$ cat src/rtl/qerase_pkg.sv
package qerase_pkg;
  typedef enum logic [2:0] {S_IDLE, S_TX, S_TURN, S_RX, S_GAP} qe_state_t;
  typedef enum logic [1:0] {F_WREN, F_ERASE, F_POLL, F_END} qe_frame_t;
  localparam logic [7:0] OP_WREN   = 8'h06;
  localparam logic [7:0] OP_SECTOR = 8'h20;
  localparam logic [7:0] OP_CHIP   = 8'hC7;
  localparam logic [7:0] OP_STATUS = 8'h05;
endpackage

$ cat src/rtl/qerase_cnt.sv
module qerase_cnt #(
  parameter int W = 8
) (
  input  logic         clk,
  input  logic         rst,
  input  logic         clr,
  output logic [W-1:0] q
);
  always_ff @(posedge clk) begin
    if (rst || clr) q <= '0;
    else            q <= q + 1'b1;
  end
endmodule

$ cat src/rtl/qerase_seq.sv
module qerase_seq
  import qerase_pkg::*;
#(
  parameter int CLK_NS   = 8,
  parameter int TCSH_NS  = 50,
  parameter int TMO_US   = 400000,
  parameter int AW       = 24,
  parameter int BUSY_BIT = 0
) (
  input  logic          clk,
  input  logic          rst,
  input  logic          start,
  input  logic          chip_mode,
  input  logic [AW-1:0] addr,
  output logic          busy,
  output logic          done,
  output logic          timeout_err,
  output logic          cs_n,
  output logic          sck,
  output logic [3:0]    sio_out,
  output logic          sio_oe,
  input  logic [3:0]    sio_in
);
  localparam int GAP_RAW = (TCSH_NS + CLK_NS - 1) / CLK_NS;
  localparam int GAP_CYC = (GAP_RAW < 2) ? 2 : GAP_RAW;
  localparam int GW      = $clog2(GAP_CYC + 1);
  localparam longint TMO_L = (longint'(TMO_US) * 1000) / CLK_NS;
  localparam int TMO_CYC = int'(TMO_L);
  localparam int TW      = $clog2(TMO_CYC + 1);
  localparam int SW      = 8 + AW;
  localparam int MAXNIB  = 2 + AW / 4;
  localparam int NW      = $clog2(MAXNIB + 1);

  qe_state_t st;
  qe_frame_t fr, nf;
  logic [SW-1:0] sh, open_w;
  logic [NW-1:0] nib_left, open_n;
  logic          ph, lo, tmo_run, tmo_hit, chip_q;
  logic [AW-1:0] addr_q;
  logic [3:0]    hi_nib;
  logic [7:0]    stat_w;
  logic [GW-1:0] gcnt;
  logic [TW-1:0] tcnt;
  logic          gap_end, open_now, tmo_fire;

  qerase_cnt #(.W(GW)) u_gap (.clk(clk), .rst(rst), .clr(st != S_GAP), .q(gcnt));
  qerase_cnt #(.W(TW)) u_tmo (.clk(clk), .rst(rst), .clr(!tmo_run),   .q(tcnt));

  assign stat_w   = {hi_nib, sio_in};
  assign gap_end  = (st == S_GAP) && (gcnt == GW'(GAP_CYC - 1));
  assign open_now = ((st == S_IDLE) && start) || (gap_end && fr != F_END);
  assign tmo_fire = tmo_run && (tcnt == TW'(TMO_CYC - 1));

  always_comb begin
    nf = F_WREN;
    if (st == S_GAP) nf = (fr == F_WREN) ? F_ERASE : F_POLL;
    open_n = NW'(2);
    case (nf)
      F_WREN:  open_w = {OP_WREN, {AW{1'b0}}};
      F_ERASE: begin
        if (chip_q) open_w = {OP_CHIP, {AW{1'b0}}};
        else begin
          open_w = {OP_SECTOR, addr_q};
          open_n = NW'(MAXNIB);
        end
      end
      default: open_w = {OP_STATUS, {AW{1'b0}}};
    endcase
  end

  always_ff @(posedge clk) begin
    if (rst) begin
      st <= S_IDLE; fr <= F_END; sh <= '0; nib_left <= '0;
      ph <= 1'b0; lo <= 1'b0; hi_nib <= '0; tmo_run <= 1'b0; tmo_hit <= 1'b0;
      chip_q <= 1'b0; addr_q <= '0; busy <= 1'b0; done <= 1'b0; timeout_err <= 1'b0;
      cs_n <= 1'b1; sck <= 1'b0; sio_out <= '0; sio_oe <= 1'b0;
    end else begin
      done <= 1'b0;
      case (st)
        S_IDLE: if (start) begin
          busy <= 1'b1; timeout_err <= 1'b0; tmo_hit <= 1'b0;
          chip_q <= chip_mode; addr_q <= addr;
        end
        S_TX: begin
          if (!ph) begin
            sck <= 1'b1; ph <= 1'b1;
          end else if (nib_left == NW'(1)) begin
            sio_oe <= 1'b0;
            if (fr == F_POLL) st <= S_TURN;
            else begin
              cs_n <= 1'b1; sck <= 1'b0; st <= S_GAP;
              if (fr == F_ERASE) tmo_run <= 1'b1;
            end
          end else begin
            sck <= 1'b0; ph <= 1'b0;
            sio_out <= sh[SW-5 -: 4];
            sh <= sh << 4;
            nib_left <= nib_left - 1'b1;
          end
        end
        S_TURN: begin
          sck <= 1'b0; ph <= 1'b0; lo <= 1'b0; st <= S_RX;
        end
        S_RX: begin
          if (!ph) begin
            sck <= 1'b1; ph <= 1'b1;
          end else begin
            sck <= 1'b0; ph <= 1'b0;
            if (!lo) begin
              hi_nib <= sio_in; lo <= 1'b1;
            end else begin
              lo <= 1'b0;
              if (!stat_w[BUSY_BIT]) begin
                cs_n <= 1'b1; tmo_run <= 1'b0; fr <= F_END; st <= S_GAP;
              end
            end
          end
        end
        S_GAP: if (gap_end && fr == F_END) begin
          busy <= 1'b0; done <= !tmo_hit; timeout_err <= tmo_hit; st <= S_IDLE;
        end
        default: st <= S_IDLE;
      endcase
      if (open_now) begin
        fr <= nf; sh <= open_w; sio_out <= open_w[SW-1 -: 4]; nib_left <= open_n;
        cs_n <= 1'b0; sck <= 1'b0; sio_oe <= 1'b1; ph <= 1'b0; st <= S_TX;
      end
      if (tmo_fire) begin
        cs_n <= 1'b1; sck <= 1'b0; sio_oe <= 1'b0; tmo_run <= 1'b0;
        tmo_hit <= 1'b1; fr <= F_END; st <= S_GAP;
      end
    end
  end


  idle_lines_chk: assert property (@(posedge clk) disable iff (rst)
    !busy |-> (cs_n && !sck && !sio_oe));

  nib_hold_chk: assert property (@(posedge clk) disable iff (rst)
    (sck && sio_oe) |-> $stable(sio_out));

  deselect_min_chk: assert property (@(posedge clk) disable iff (rst)
    $rose(cs_n) |=> cs_n);

  turn_high_chk: assert property (@(posedge clk) disable iff (rst)
    $fell(sio_oe) |-> (sck || cs_n));

  done_one_cyc_chk: assert property (@(posedge clk) disable iff (rst)
    done |=> !done);

  tmo_no_done_chk: assert property (@(posedge clk) disable iff (rst)
    $rose(timeout_err) |-> !done);

  start_ignored_chk: assert property (@(posedge clk) disable iff (rst)
    (busy && start) |=> $stable(addr_q));
endmodule

$ cat config.mk
export PLATFORM = sky130hd
export DESIGN_NAME = qerase_seq
export DESIGN_NICKNAME = d
export VERILOG_FILES = /design/src/rtl/qerase_pkg.sv /design/src/rtl/qerase_cnt.sv /design/src/rtl/qerase_seq.sv
export SDC_FILE = /design/constraint.sdc
export NUM_CORES = 1
export LEC_CHECK = 0
export BUFFER_PORTS_ARGS = -buffer_cell sky130_fd_sc_hd__buf_2
export CAP_MARGIN = 25
export CELL_PAD_IN_SITES_DETAIL_PLACEMENT = 1
export CELL_PAD_IN_SITES_GLOBAL_PLACEMENT = 1
export CORE_ASPECT_RATIO = 0.7
export CORE_MARGIN = 3
export CORE_UTILIZATION = 46
export CTS_BUF_LIST = sky130_fd_sc_hd__clkbuf_4 sky130_fd_sc_hd__clkbuf_8
export CTS_CLUSTER_SIZE = 8
export DETAILED_ROUTE_END_ITERATION = 16
export PLACE_DENSITY_LB_ADDON = 0.08
export SLEW_MARGIN = 20
export SYNTH_ARGS = -nofsm -noshare
export SYNTH_HDL_FRONTEND = slang
export SYNTH_SLANG_ARGS = --single-unit
$ cat constraint.sdc
create_clock -name clk -period 2.27 [get_ports clk]
set_clock_uncertainty 0.15 [all_clocks]
set_input_delay 0.227 -clock clk [delete_from_list [all_inputs] [get_ports clk]]
set_output_delay 0.227 -clock clk [all_outputs]
set_load 0.005 [all_outputs]
# Word-level counts from Yosys, hierarchy flattened
# Index checks and enable logic that the tools add are counted.
# word_totals
reg_bits	105
elab_cells	181
output_inout_bits	10
inputBits	32
# classes
muxes	72
addsub	3
n_reduce_logical	42
eq_ne	40
bitwise	3
# ops
op	count
2-to-1 mux 28 bit	4
case mux 32 bit (2 select lines)	1
2-to-1 mux 4 bit	10
2-to-1 mux 1 bit	32
2-to-1 mux 32 bit	1
AND reduction 7 bit	4
2-to-1 mux 3 bit	9
adder 26 x 1 -> 26 bit, second input constant	1
equality test 26 bit, second input constant	1
!= test 3 bit, second input constant	8
!= test 4 bit, second input constant	6
!= test 2 bit, second input constant	11
nonzero test 2 bit	10
case mux 3 bit (5 select lines)	1
2-to-1 mux 2 bit	7
case mux 1 bit (2 select lines)	5
AND reduction 3 bit	3
AND reduction 2 bit	4
AND reduction 8 bit	1
equality test 3 x 2 -> 1 bit, second input constant	2
equality test 3 bit, second input constant	2
case mux 1 bit (3 select lines)	2
nonzero test 3 bit	2
OR reduction 3 bit	2
other kinds (17)	31

# Depth between registers and ports, before layout
# depth
ltp_word	7
ltp_mapped	8
mapped_depth_nobuf	6

# Modules after synthesis
# From an unflattened synthesis, not the netlist that was laid out.
# unflattened
cells_unflattened	548
hier_area_um2	4590.7
# by_module_without_submodules
module	instances	seq_area_each_um2	area_each_um2	cells_each
qerase_seq	1	1521.5	3303.2	404
qerase_cnt at u_tmo	1	520.5	1183.6	136
qerase_cnt at u_gap	1	60.1	103.8	8

# Worst setup path after synthesis
# No wires, ideal clock.
# synth_path
kind	register to register
start	register u_tmo.q[0]
end	register u_tmo.q[16]
required_time_ns	2.050
slack_ns	0.331
path_stages_with_launch	7
n_path_buf	1
setup_ns	0.070
synth_period_minus_slack_ns	1.939
arrival_time_ns	1.718
path_cell_list	dfxtp_1 -> ha_1 -> nand3_1 -> or4_4 -> buf_6 -> or3_1 -> a21oi_1
# synth_between
elab_chain_cells	1
# synth_lines
element	line_no	text
from (decl)	qerase_cnt.sv:7	output logic [W-1:0] q
from (signal assigned)	qerase_cnt.sv:11	else q <= q + 1'b1;
adder 26 x 1 -> 26 bit	qerase_cnt.sv:11	
# No other way between the ends.
# A chain may end at the register's enable or synchronous reset.

# Worst setup path after layout
# layout_path
start	register u_tmo.q[0]
end	register u_tmo.q[24]
# Same word-level chain as after synthesis.

==> flow_summary_export.csv <==
group,metric,value,unit
sta,tns,0,ns
clock_network,cts-htree-levels,3,
floorplan,die-area,0.0112,mm²
synth,syn_area_per_cell,8.44,µm²
grt,grt_overflow,0,
synth,yosys_warnings,0,
power,p_sw,0.935,mW
synth,synth_top_family_by_area,"simple AND/OR/NAND/NOR gates",
sta,timing.hold.ws,0.0499,ns
final_layout,fin_util,0.584,
grt,grt_pass1_wl,22.2,mm
sta,hold_viol,0,
clock_network,cts_buffers,9,
synth,ys.flop_type,"dfxtp_1",
worst_setup_path,startpoint_type,"flip-flop",
worst_setup_path,cp_data_required_time,2.42,ns
synth,synthSimpleGateAreaFrac,0.234,
power,pwr-share-comb,0.101,
synth,netlist_top_cells_count,"dfxtp_1 (105), nand2_1 (93), a21oi_1 (73), o21ai_0 (36), o31ai_1 (31)",
grt,grt_pass1_vias,4379,
worst_setup_path,crit_type,"flip-flop to flip-flop",
route,drt_iter0_drc,298,
final_layout,fillerInstances,1135,
final_layout,design_area,0.00546,mm²
final_layout,fin_nets,644,
floorplan,fp.dieW,125,µm
hold_path,min_path_cells,2,
synth,yosys.area.top_type,"dfxtp_1",
route,wl_per_cell,18.5,µm
place,place.gp.congestion,0.799,
worst_setup_path,worst-path-max-fanout,8,
synth,ys_ff_latch,105,
worst_setup_path,r2r_cells,5,
synth,ys_async_sr_fraction,0,
route,postRouteAntennaNets,0,
place,postPlaceCellArea,0.00495,mm²
hold_path,holdCritPathClass,"input pin to flip-flop",
sta,fin_crit,2.20,ns
job,drv_cap,0,
sta,slew_violations,0,
synth,synth.top_cell.area_share,0.459,
synth,synth_compound_area_frac,0.219,
worst_setup_path,arrival,2.35,ns
power,p_per_area,669,mW/mm²
power,peakVddDrop,0.000391,V
floorplan,core,0.00936,mm²
outcome,status,"completed",
final_layout,drive_gt1_frac,0.167,
synth,synth.mux.area_fraction,0,
place,post-place-cells,691,
route,dr.pass1.iters,4,
synth,synth_seq_area_share,0.459,
worst_setup_path,cp-end-kind,"flip-flop",
power,clkPwrFrac,0.358,
sta,setup_viol,0,
grt,grt_antenna_before_repair,0,
synth,post-synth-top-count-cell,"dfxtp_1",
power,p_int,2.72,mW
final_layout,antenna_cells,0,
final_layout,areaGrowthSynthToFinish,19.3,%
hold_path,hold_end,"u_gap.q[0]",
worst_setup_path,reg2reg_from,"u_tmo.q[0]",
worst_setup_path,rrSetupSlack,0.07,ns
floorplan,start_util,0.489,
clock_network,clk_path_buf_depth,2,
power,leakage,1.94,nW
synth,synth_adder_area_share,0.0137,
clock_network,cts_tree,"done",
synth,ys_types,56,
clock_network,clkLatencyLatePin,0.38,ns
synth,synth_xor_area_frac,0.0249,
grt,grtUsageTotal,0.247,
final_layout,fin_cells,736,
route,drt-vias-per-instance,5.87,
worst_setup_path,timing.rr.end,"u_tmo.q[24]",
floorplan,die_h,89.5,µm
hold_path,min_from,"rst",
power,p_sw_frac,0.256,
synth,syn_nets,580,
sta,slew_headroom,0.704,
place,portBuffers,38,
floorplan,core.rowCount,29,
synth,synth_cells,543,
power,seq_power_share,0.541,
floorplan,io_pins,42,
sta,tightest_slew,0.440,ns
grt,grt_max_degree,32,
synth,yosys-top-cells-area,"dfxtp_1 (46%), a21oi_1 (8.0%), nand2_1 (7.6%), o31ai_1 (5.1%), o21ai_0 (3.9%)",
clock_network,clkTransAtPathRegs,0.10,ns
sta,timing.fmax,455,MHz
sta,fin_crit_sh,0.968,
route,vias,4322,
synth,synth_edf_count,0,
place,dpl.hpwl,9.14,mm
clock_network,ctsRootBufferMaster,"clkbuf_8",
route,drcViolationCount,0,
clock_network,cts_num_sinks,105,
route,routed_wl,13.6,mm
synth,syn-cell-area,0.00458,mm²
## logic make-up after synthesis
| group | Yosys count |
|---|---|
| xor+xnor | 13 |
| buf+inv | 47 |
| fa+ha+maj | 5 |
| simple gates | 209 |
| compound gates | 164 |
| flops | 105 |
## sequential cells by signal, indices dropped and copies added, names as in the netlist, 2 cells and up
name      cells
nib_left      4
addr_q       24
st            3
u_gap.q       3
fr            2
u_tmo.q      26
sh           28
sio_out       4
## how the worst max path moves through the flow
stage,endpoint,slack [ns],from,cells past startpoint
floorplan,u_tmo.q[16],0.33,u_tmo.q[0],6
global placement,u_tmo.q[24],0.17,u_tmo.q[0],5
detailed placement,u_tmo.q[24],0.07,u_tmo.q[0],5
CTS,u_tmo.q[24],0.07,u_tmo.q[0],5
global route,u_tmo.q[24],-0.008,u_tmo.q[0],5
finish,u_tmo.q[24],0.07,u_tmo.q[0],5
## worst max-delay path, stage by stage, from the launching register on
cell and delay [ns]:
dfxtp_2 0.37, ha_2 0.21, nand3_1 0.13, or4_4 0.58
or4_1 0.50, a21oi_1 0.19
## power groups by stage
stage / Clock [mW] / Sequential (mW) / Combinational [mW]
CTS: 1.34 / 1.98 / 0.365
global placement: 0 / 2.01 / 0.308
floorplan: 0 / 2.00 / 0.211
global route: 1.40 / 1.99 / 0.410
detailed placement: 0 / 2.02 / 0.327
finish: 1.31 / 1.98 / 0.368
## area by class of cell
type | instances | area (µm²) | area share
clock buffer | 9 | 124 | 0.0227
clock inverter | 7 | 103 | 0.0188
inverter | 9 | 33.8 | 0.00618
multi-input combinational | 391 | 2270 | 0.415
sequential | 105 | 2100 | 0.385
tap | 124 | 155 | 0.0284
timing repair buffer | 91 | 673 | 0.123
## per-layer routing
layer,part of all wire,track usage
met5,0,0
met4,0.015,0.0738
met3,0.038,0.0442
met2,0.46,0.403
met1,0.49,0.341
## what timing repair did
action	in CTS	in global routing
buffers inserted	0	4
setup endpoints to repair	1	10
resized for setup	0	5
endpoints found under the hold margin	25	0
pin swaps	1	1
hold buffers	25	0
## stage by stage
stage               worst slack (ns)  power [mW]
floorplan                      0.331        2.21
global placement               0.165        2.32
detailed placement            0.0717        2.34
CTS                           0.0683        3.68
global route                -0.00771        3.80
finish                        0.0719        3.65
## cell usage in the layout (no fill, tap or decap), drive strengths merged, types with 2 or more instances in the layout
cell type and instances:
ha 5, bufinv 2, dlygate4sd3 25, a32oi 5, nand4b 2, and2 4
clkinv 2, nand3 16, xor2 4, and4 3, a211o 2, nor4b 2
buf 66, o31ai 33, inv 11, a311oi 2, nor4 4, and3 4
xnor2 9, o31a 2, a21oi 73, or4 10, nor3b 3, nor2 30
nand2 93, or3 9, nand2b 2, a211oi 3, clkbuf 9, nor2b 3
o21ai 36, dfxtp 105, or4b 2, or3b 3, nand4 5, nor3 12
Power figures use the tool's default switching activity.
